--- src/rtl/march_pkg.sv ---
package march_pkg;

  localparam int NUM_ELEMS = 5;
  localparam int SLOTS_PER_ELEM = 6;
  localparam int ELEM_W = 3;
  localparam int SLOT_W = 3;

  localparam logic [1:0] CMD_ERASE = 2'd0;
  localparam logic [1:0] CMD_WRITE = 2'd1;
  localparam logic [1:0] CMD_READ  = 2'd2;

  typedef struct packed {
    logic used;
    logic isWrite;
    logic value;
  } opSlot_t;

  // Strobes from control to datapath
  typedef struct packed {
    logic       initRun;
    logic       loadIndex;
    logic       stepIndex;
    logic       nextOp;
    logic       nextPage;
    logic       nextElem;
    logic       retryInc;
    logic       retryClr;
    logic       capture;
    logic [1:0] capKind;
    logic [7:0] capExpect;
  } dpCtl_t;

  // Operation table: octal key = {element, slot}
  function automatic opSlot_t slotOf(logic [ELEM_W-1:0] elem, logic [SLOT_W-1:0] slot);
    opSlot_t s;
    s = '0;
    case ({elem, slot})
      6'o00: s = '{1'b1, 1'b1, 1'b0};
      6'o10: s = '{1'b1, 1'b0, 1'b0};
      6'o11: s = '{1'b1, 1'b1, 1'b1};
      6'o12: s = '{1'b1, 1'b0, 1'b1};
      6'o13: s = '{1'b1, 1'b1, 1'b0};
      6'o14: s = '{1'b1, 1'b0, 1'b0};
      6'o15: s = '{1'b1, 1'b1, 1'b1};
      6'o20: s = '{1'b1, 1'b0, 1'b1};
      6'o21: s = '{1'b1, 1'b1, 1'b0};
      6'o22: s = '{1'b1, 1'b1, 1'b1};
      6'o30: s = '{1'b1, 1'b0, 1'b1};
      6'o31: s = '{1'b1, 1'b1, 1'b0};
      6'o32: s = '{1'b1, 1'b1, 1'b1};
      6'o33: s = '{1'b1, 1'b1, 1'b0};
      6'o40: s = '{1'b1, 1'b0, 1'b0};
      6'o41: s = '{1'b1, 1'b1, 1'b1};
      6'o42: s = '{1'b1, 1'b1, 1'b0};
      default: s = '0;
    endcase
    return s;
  endfunction

  function automatic logic elemDown(logic [ELEM_W-1:0] elem);
    return (elem == 3'd3) || (elem == 3'd4);
  endfunction

endpackage

--- src/rtl/march_dp.sv ---
module march_dp
  import march_pkg::*;
#(
  parameter int NUM_PAGES = 256,
  parameter int PAGE_BYTES = 128,
  parameter int MAX_RETRIES = 4,
  localparam int PAGE_W = $clog2(NUM_PAGES),
  localparam int IDX_W = $clog2(PAGE_BYTES),
  localparam int ADDR_W = PAGE_W + IDX_W,
  localparam int RETRY_W = $clog2(MAX_RETRIES + 1)
) (
  input  logic              clk,
  input  logic              rstN,
  input  dpCtl_t            ctl,
  output logic [ELEM_W-1:0] elemQ,
  output logic [SLOT_W-1:0] slotQ,
  output logic [PAGE_W-1:0] pageQ,
  output logic [IDX_W-1:0]  indexQ,
  output logic              pageLast,
  output logic              indexLast,
  output logic              retryExhausted,
  output logic [ELEM_W-1:0] failElem,
  output logic [SLOT_W-1:0] failSlot,
  output logic [1:0]        failKind,
  output logic [PAGE_W-1:0] failPage,
  output logic [IDX_W-1:0]  failIndex,
  output logic [ADDR_W-1:0] failAddr,
  output logic [7:0]        failExpect
);

  localparam logic [PAGE_W-1:0]  PAGE_TOP  = PAGE_W'(NUM_PAGES - 1);
  localparam logic [IDX_W-1:0]   IDX_TOP   = IDX_W'(PAGE_BYTES - 1);
  localparam logic [RETRY_W-1:0] RETRY_TOP = RETRY_W'(MAX_RETRIES);

  logic [RETRY_W-1:0] retryQ;
  logic               down;
  logic               nextDown;

  assign down           = elemDown(elemQ);
  assign nextDown       = elemDown(elemQ + ELEM_W'(1));
  assign pageLast       = down ? (pageQ == '0) : (pageQ == PAGE_TOP);
  assign indexLast      = down ? (indexQ == '0) : (indexQ == IDX_TOP);
  assign retryExhausted = (retryQ == RETRY_TOP);

  // Element, slot and page walk
  always_ff @(posedge clk or negedge rstN) begin
    if (!rstN) begin
      elemQ <= '0;
      slotQ <= '0;
      pageQ <= '0;
    end else if (ctl.initRun) begin
      elemQ <= '0;
      slotQ <= '0;
      pageQ <= '0;
    end else if (ctl.nextElem) begin
      elemQ <= elemQ + ELEM_W'(1);
      slotQ <= '0;
      pageQ <= nextDown ? PAGE_TOP : '0;
    end else if (ctl.nextPage) begin
      slotQ <= '0;
      pageQ <= down ? pageQ - PAGE_W'(1) : pageQ + PAGE_W'(1);
    end else if (ctl.nextOp) begin
      slotQ <= slotQ + SLOT_W'(1);
    end
  end

  // Byte index walk
  always_ff @(posedge clk or negedge rstN) begin
    if (!rstN) begin
      indexQ <= '0;
    end else if (ctl.initRun) begin
      indexQ <= '0;
    end else if (ctl.loadIndex) begin
      indexQ <= down ? IDX_TOP : '0;
    end else if (ctl.stepIndex) begin
      indexQ <= down ? indexQ - IDX_W'(1) : indexQ + IDX_W'(1);
    end
  end

  // Write retry count
  always_ff @(posedge clk or negedge rstN) begin
    if (!rstN) begin
      retryQ <= '0;
    end else if (ctl.initRun || ctl.retryClr) begin
      retryQ <= '0;
    end else if (ctl.retryInc) begin
      retryQ <= retryQ + RETRY_W'(1);
    end
  end

  // Failure record
  always_ff @(posedge clk or negedge rstN) begin
    if (!rstN) begin
      failElem   <= '0;
      failSlot   <= '0;
      failKind   <= '0;
      failPage   <= '0;
      failIndex  <= '0;
      failAddr   <= '0;
      failExpect <= '0;
    end else if (ctl.initRun) begin
      failElem   <= '0;
      failSlot   <= '0;
      failKind   <= '0;
      failPage   <= '0;
      failIndex  <= '0;
      failAddr   <= '0;
      failExpect <= '0;
    end else if (ctl.capture) begin
      failElem   <= elemQ;
      failSlot   <= slotQ;
      failKind   <= ctl.capKind;
      failPage   <= pageQ;
      failIndex  <= indexQ;
      failAddr   <= (ctl.capKind == CMD_ERASE) ? {pageQ, IDX_W'(0)} : {pageQ, indexQ};
      failExpect <= ctl.capExpect;
    end
  end

  // retry count never passes its limit
  a_r5_retry_bound: assert property (@(posedge clk) disable iff (!rstN)
    retryQ <= RETRY_TOP);

endmodule

--- src/rtl/march_ctrl.sv ---
module march_ctrl
  import march_pkg::*;
(
  input  logic              clk,
  input  logic              rstN,
  input  logic              start,
  input  logic [ELEM_W-1:0] elem,
  input  logic [SLOT_W-1:0] slot,
  input  logic              pageLast,
  input  logic              indexLast,
  input  logic              retryExhausted,
  input  logic              cmdDone,
  input  logic              cmdFail,
  input  logic [7:0]        cmdRdata,
  output dpCtl_t            ctl,
  output logic              cmdStart,
  output logic [1:0]        cmdOp,
  output logic [7:0]        cmdWdata,
  output logic              busy,
  output logic              done,
  output logic              pass
);

  typedef enum logic [2:0] {
    S_IDLE, S_FETCH, S_ERASE, S_EWAIT, S_ISSUE, S_BWAIT
  } state_e;

  state_e  stateQ, stateD;
  opSlot_t cur;
  logic [7:0] expByte;
  logic    finPass, finFail;

  assign cur     = slotOf(elem, slot);
  assign expByte = cur.value ? 8'hFF : 8'h00;

  always_comb begin
    stateD        = stateQ;
    ctl           = '0;
    ctl.capExpect = expByte;
    finPass       = 1'b0;
    finFail       = 1'b0;
    case (stateQ)
      S_IDLE: begin
        if (start) begin
          ctl.initRun = 1'b1;
          stateD      = S_FETCH;
        end
      end
      S_FETCH: begin
        if (!cur.used) begin
          if (!pageLast) begin
            ctl.nextPage = 1'b1;
          end else if (elem == ELEM_W'(NUM_ELEMS - 1)) begin
            finPass = 1'b1;
            stateD  = S_IDLE;
          end else begin
            ctl.nextElem = 1'b1;
          end
        end else begin
          ctl.loadIndex = 1'b1;
          ctl.retryClr  = 1'b1;
          stateD        = cur.isWrite ? S_ERASE : S_ISSUE;
        end
      end
      S_ERASE: stateD = S_EWAIT;
      S_EWAIT: begin
        if (cmdDone) begin
          if (cmdFail) begin
            ctl.capture = 1'b1;
            ctl.capKind = CMD_ERASE;
            finFail     = 1'b1;
            stateD      = S_IDLE;
          end else begin
            stateD = S_ISSUE;
          end
        end
      end
      S_ISSUE: stateD = S_BWAIT;
      S_BWAIT: begin
        if (cmdDone) begin
          if (cur.isWrite && cmdFail) begin
            if (retryExhausted) begin
              ctl.capture = 1'b1;
              ctl.capKind = CMD_WRITE;
              finFail     = 1'b1;
              stateD      = S_IDLE;
            end else begin
              ctl.retryInc = 1'b1;
              stateD       = S_ISSUE;
            end
          end else if (!cur.isWrite && (cmdRdata != expByte)) begin
            ctl.capture = 1'b1;
            ctl.capKind = CMD_READ;
            finFail     = 1'b1;
            stateD      = S_IDLE;
          end else begin
            ctl.retryClr = 1'b1;
            if (indexLast) begin
              ctl.nextOp = 1'b1;
              stateD     = S_FETCH;
            end else begin
              ctl.stepIndex = 1'b1;
              stateD        = S_ISSUE;
            end
          end
        end
      end
      default: stateD = S_IDLE;
    endcase
  end

  always_ff @(posedge clk or negedge rstN) begin
    if (!rstN) begin
      stateQ <= S_IDLE;
      done   <= 1'b0;
      pass   <= 1'b0;
    end else begin
      stateQ <= stateD;
      if (ctl.initRun) begin
        done <= 1'b0;
        pass <= 1'b0;
      end else if (finPass) begin
        done <= 1'b1;
        pass <= 1'b1;
      end else if (finFail) begin
        done <= 1'b1;
        pass <= 1'b0;
      end
    end
  end

  assign busy     = (stateQ != S_IDLE);
  assign cmdStart = (stateQ == S_ERASE) || (stateQ == S_ISSUE);
  assign cmdOp    = (stateQ == S_ERASE) ? CMD_ERASE : (cur.isWrite ? CMD_WRITE : CMD_READ);
  assign cmdWdata = (stateQ == S_ISSUE && cur.isWrite) ? expByte : 8'h00;

  // command strobe lasts a single cycle
  a_r1_start_single: assert property (@(posedge clk) disable iff (!rstN)
    cmdStart |=> !cmdStart);

  // no command while idle
  a_r11_idle_quiet: assert property (@(posedge clk) disable iff (!rstN)
    !busy |-> !cmdStart);

  // pass only together with done
  a_r10_pass_needs_done: assert property (@(posedge clk) disable iff (!rstN)
    pass |-> done);

endmodule

--- src/rtl/flash_march_tester.sv ---
module flash_march_tester
  import march_pkg::*;
#(
  parameter int NUM_PAGES = 256,
  parameter int PAGE_BYTES = 128,
  parameter int MAX_RETRIES = 4,
  localparam int PAGE_W = $clog2(NUM_PAGES),
  localparam int IDX_W = $clog2(PAGE_BYTES),
  localparam int ADDR_W = PAGE_W + IDX_W
) (
  input  logic              clk,
  input  logic              rstN,
  input  logic              start,
  output logic              busy,
  output logic              done,
  output logic              pass,
  output logic              cmdStart,
  output logic [1:0]        cmdOp,
  output logic [ADDR_W-1:0] cmdAddr,
  output logic [7:0]        cmdWdata,
  input  logic              cmdDone,
  input  logic              cmdFail,
  input  logic [7:0]        cmdRdata,
  output logic              pageLed,
  output logic [2:0]        failElem,
  output logic [2:0]        failSlot,
  output logic [1:0]        failKind,
  output logic [PAGE_W-1:0] failPage,
  output logic [IDX_W-1:0]  failIndex,
  output logic [ADDR_W-1:0] failAddr,
  output logic [7:0]        failExpect
);

  dpCtl_t            ctl;
  logic [ELEM_W-1:0] elemQ;
  logic [SLOT_W-1:0] slotQ;
  logic [PAGE_W-1:0] pageQ;
  logic [IDX_W-1:0]  indexQ;
  logic              pageLast, indexLast, retryExhausted;

  march_ctrl ctrl_i (
    .clk(clk), .rstN(rstN), .start(start),
    .elem(elemQ), .slot(slotQ),
    .pageLast(pageLast), .indexLast(indexLast), .retryExhausted(retryExhausted),
    .cmdDone(cmdDone), .cmdFail(cmdFail), .cmdRdata(cmdRdata),
    .ctl(ctl), .cmdStart(cmdStart), .cmdOp(cmdOp), .cmdWdata(cmdWdata),
    .busy(busy), .done(done), .pass(pass)
  );

  march_dp #(
    .NUM_PAGES(NUM_PAGES), .PAGE_BYTES(PAGE_BYTES), .MAX_RETRIES(MAX_RETRIES)
  ) dp_i (
    .clk(clk), .rstN(rstN), .ctl(ctl),
    .elemQ(elemQ), .slotQ(slotQ), .pageQ(pageQ), .indexQ(indexQ),
    .pageLast(pageLast), .indexLast(indexLast), .retryExhausted(retryExhausted),
    .failElem(failElem), .failSlot(failSlot), .failKind(failKind),
    .failPage(failPage), .failIndex(failIndex), .failAddr(failAddr),
    .failExpect(failExpect)
  );

  assign cmdAddr = (cmdOp == CMD_ERASE) ? {pageQ, IDX_W'(0)} : {pageQ, indexQ};
  assign pageLed = pageQ[0];

  // failure record holds while the ended run waits for a new start
  a_r8_record_hold: assert property (@(posedge clk) disable iff (!rstN)
    (done && !pass && !start) |=> ($stable(failAddr) && $stable(failExpect) && $stable(failKind)));

endmodule

--- config.mk ---
export PLATFORM = sky130hd
export DESIGN_NAME = flash_march_tester
export DESIGN_NICKNAME = d
export VERILOG_FILES = /design/src/rtl/march_pkg.sv /design/src/rtl/march_dp.sv /design/src/rtl/march_ctrl.sv /design/src/rtl/flash_march_tester.sv
export SDC_FILE = /design/constraint.sdc
export NUM_CORES = 1
export LEC_CHECK = 0
export CAP_MARGIN = 20
export CORE_MARGIN = 4
export CORE_UTILIZATION = 54
export DETAILED_ROUTE_END_ITERATION = 12
export DONT_BUFFER_PORTS = 1
export MAX_ROUTING_LAYER = met4
export PLACE_DENSITY = 0.65
export SKIP_CTS_REPAIR_TIMING = 1
export SYNTH_ARGS = -nofsm -noshare
export SYNTH_HDL_FRONTEND = slang
export SYNTH_SLANG_ARGS = --single-unit
--- constraint.sdc ---
create_clock -name clk -period 3.5 [get_ports clk]
set_input_delay 0.35 -clock clk [delete_from_list [all_inputs] [get_ports clk]]
set_output_delay 0.35 -clock clk [all_outputs]
set_load 0.01 [all_outputs]
==> metrics.md <==
| Metric | Value |
|---|---|
| Period utilization | roughly 92% |
| Total power | 2.15 mW |
| CTS tree | done |
| Synth Instances | between 400 and 500 |
| Crit Path Max Fanout | 19 |
| Clock Power Share | between 20% and 30% |
| DRT antenna net count | 0 |
| Clock slew at reported path FFs | around 80 ps |
| Placer Congestion | around 0.85 |
| Pins Over Slew Limit | 0 |
| Hold Path Cell Cnt | 3 |
| Status | complete, no violations |
| Setup TNS | 0 ps |
| Buffers on Ports | 0 |
| Initial antenna violation count | 0 |
| Core outline area | around 7300 um^2 |
| Commonest cells after routing, fill and taps aside | nand2_1, dfrtp_1, nor2_1 |
| Share of the synthesized area in the top cell type | between 30 and 40% |
| Clk_skew | around 15 ps |
| Yosys warns | 0 |
| Sequential share of power | a little over two fifths |
| WP data required | approximately 3800 ps |
| Vias in the first global route | roughly 3100 |
| Max-cap violations | 0 |
| Pwr dens | around 520 nW/um^2 |
| Post-synth EDFFs | 0 |
| Slew HR | approximately two fifths |
| Synth cell types | 64 |
| TritonRoute pass-1 iters | 4 |
| Non-Filler Instances | around 540 |
| Net count after synthesis | a little under 500 |
| Area contributors post-synth | dfrtp_1, nand2_1, ha_1, buf_4, o21ai_1 |
| Worst min-delay path class | primary input to flip-flop |
| Crit start category | flip-flop |
| Cts bufs inserted | 9 |
| Fraction of layout cells with a size suffix above 1 | about a tenth |
| Skew-Pair Late Insertion Delay | between 300 and 400 ps |
| CP max stage cell | fa_1 |
| Post-route cell area | ~4200 um^2 |
| Yosys reg bits | 60 |
| Clock Tree Root | clkbuf_8 |
| GRT Overall Usage | a little under a quarter |
| Placed cell count | around 520 |
| # fillers | 668 |
| Initial Util | roughly 55% |
| Hold Violations, Final | 0 |
| Int Pwr | between 1 and 1.5 mW |
| Reg2Reg Depth | 12 |
| Nets | approximately 470 |
| Kind of critical path | flip-flop to flip-flop |
| Longest Clk Path Bufs | 2 |
| Post-DP HPWL | ~6500 um |
| Final setup viols | 0 |
| H-tree levels | 3 |
| Detailed Route WL | ~9000 um |
| Number of remaining DRC errors | 0 |
| Synth-to-Final Area Change | 3.55% |
| Worst EP arrival | 3510 ps |
| TritonCTS Sinks | 60 |
| Fmax | between 0.3 and 0.4 GHz |
| Max IR drop VDD | between 0.2 and 0.3 mV |
| Final Util | about 57% |
| Sequential share of the synthesized area | a little under two fifths |
| Yosys top cell by area | dfrtp_1 |
| Worst-margin pin slew | ~870 ps |
| Share of power burned in combinational logic | around 28% |
| Post-synth top flop | dfrtp_1 |
| Crit-path cells | inv_1 > ha_1 > mux2_4 > inv_1 > fa_1 > nor2b_1 > o31a_1 > o21ai_1 > nand2b_1 > mux2_2 > o32a_1 > a21oi_2 |
| Via-per-instance ratio | 5.80 |
| Die footprint | between 8000 and 9000 um^2 |
| RSZ-0062 raised after global routing | no |
| DIE WIDTH | between 90 and 100 um |
| Detailed-route via count | about 3100 |
| I/O pin total | 89 |
| Crit path largest cell delay | around 480 ps |
| Ys async rst share | 100% |
| WL/cell | between 15 and 20 um |
| Sw frac | between 30% and 40% |
| Die Ht | 94.3 um |
| Initial drt markers | 141 |
| # rows | 31 |
| Ant. Diodes | 0 |
| Global-route wire length before repair | 15700 um |
| Cell area after placement | between 3000 and 4000 um^2 |
| Mapped cell area | between 4000 and 5000 um^2 |
| Crit end category | flip-flop |
| Largest net degree at the start of global routing | 61 |
| Commonest non-fill, non-tap cell in the layout | nand2_1 |
| Psw | between 0.8 and 0.9 mW |
| Most Frequent Cell on Critical Path | inv_1 |
| Final Critical Period | roughly 3200 ps |
| GRT Residual Overflow | 0 |
| P_leak | about 1.9 nW |
| Syn Area/Cell | about 8.8 um^2 |
## state kept, by name, indices dropped and copies added (netlist names), 2 cells and up
name            count
dp_i.elemQ          3
dp_i.failAddr      15
ctrl_i.stateQ       3
dp_i.failKind       2
dp_i.retryQ         3
dp_i.failElem       3
dp_i.pageQ          8
dp_i.failIndex      7
dp_i.failSlot       3
dp_i.slotQ          3
dp_i.indexQ         7
## synthesized netlist by cell type, types with 4 or more instances
cell type and count:
xnor2_1 11, nor2b_1 8, nand4_1 8, dfrtp_1 60, inv_1 20, nand2b_1 4
o21ai_0 13, ha_1 23, clkbuf_1 7, a21oi_1 16, nor3_1 8, a21o_1 4
mux2i_1 9, nand3_1 8, nor2_1 34, buf_4 28, nand2_1 86, o21ai_1 31
nor4_1 6
## cell type report
type / instances / area (um^2) / area share (%)
repair buffers: 10 / 101 / 2.44
flip-flops and latches: 60 / 1500 / 36.1
well taps: 99 / 124 / 2.98
clock buffers: 11 / 131 / 3.16
multi-input cells: 334 / 2170 / 52.3
clock inverters: 5 / 52.6 / 1.26
inverters: 20 / 75.1 / 1.80
## power by group through the flow
stage                     registers, mW  clock network (mW)  logic, mW
final                             0.941               0.615      0.596
after floorplan                   0.890                   0      0.487
after CTS                         0.940               0.624      0.581
after global routing              0.962               0.657      0.676
after global placement            0.950                   0      0.564
after detailed placement          0.951                   0      0.579
## critical path: cells and delay by family, from the launching register on
family                   cells  cell delay [ps]
flip-flops                   1              460
adder cells (fa/ha/maj)      2              710
AND/OR/NAND/NOR              2              300
AO/OA/AOI/OAI                4              700
buffers and inverters        2              300
multiplexers                 2              690
## kinds of logic after synthesis
| group | after synthesis | share of synthesized area [%] |
|---|---|---|
| AO/OA/AOI/OAI | 101 | 17.7 |
| buffers and inverters | 60 | 8.84 |
| flip-flops | 60 | 37.4 |
| multiplexers | 13 | 3.55 |
| adder cells (fa/ha/maj) | 25 | 8.16 |
| AND/OR/NAND/NOR | 181 | 21.4 |
| XOR/XNOR | 14 | 3.05 |
## stage by stage
stage,hold slack (ps),setup WS (ps)
floorplan,54.4,526
global placement,56.0,486
detailed placement,56.0,330
CTS,-326,306
global route,309,97.9
finish,239,276
## per-layer routing
metal	part of all wire (%)	track usage, %	up-vias
met5	0	-	-
met4	1.4	6.14	0
met3	6.1	5.93	10
met2	48	36.2	82
met1	44	30.0	1515
li1	-	-	1521
## worst paths after layout
| kind | slack [ps] | endpoint | start |
|---|---|---|---|
| min in group asynchronous | 500 | dp_i.failExpect[6] | rstN |
| max in group asynchronous | 2690 | dp_i.failAddr[8] | rstN |
| setup / recovery | 280 | dp_i.indexQ[6] | dp_i.elemQ[1] |
| hold / removal | 240 | ctrl_i.stateQ[1] | cmdDone |
| setup reg to reg | 280 | dp_i.indexQ[6] | dp_i.elemQ[1] |
| hold reg to reg | 550 | dp_i.retryQ[2] | dp_i.retryQ[2] |
Note: power is estimated with default switching activity, not from simulation.
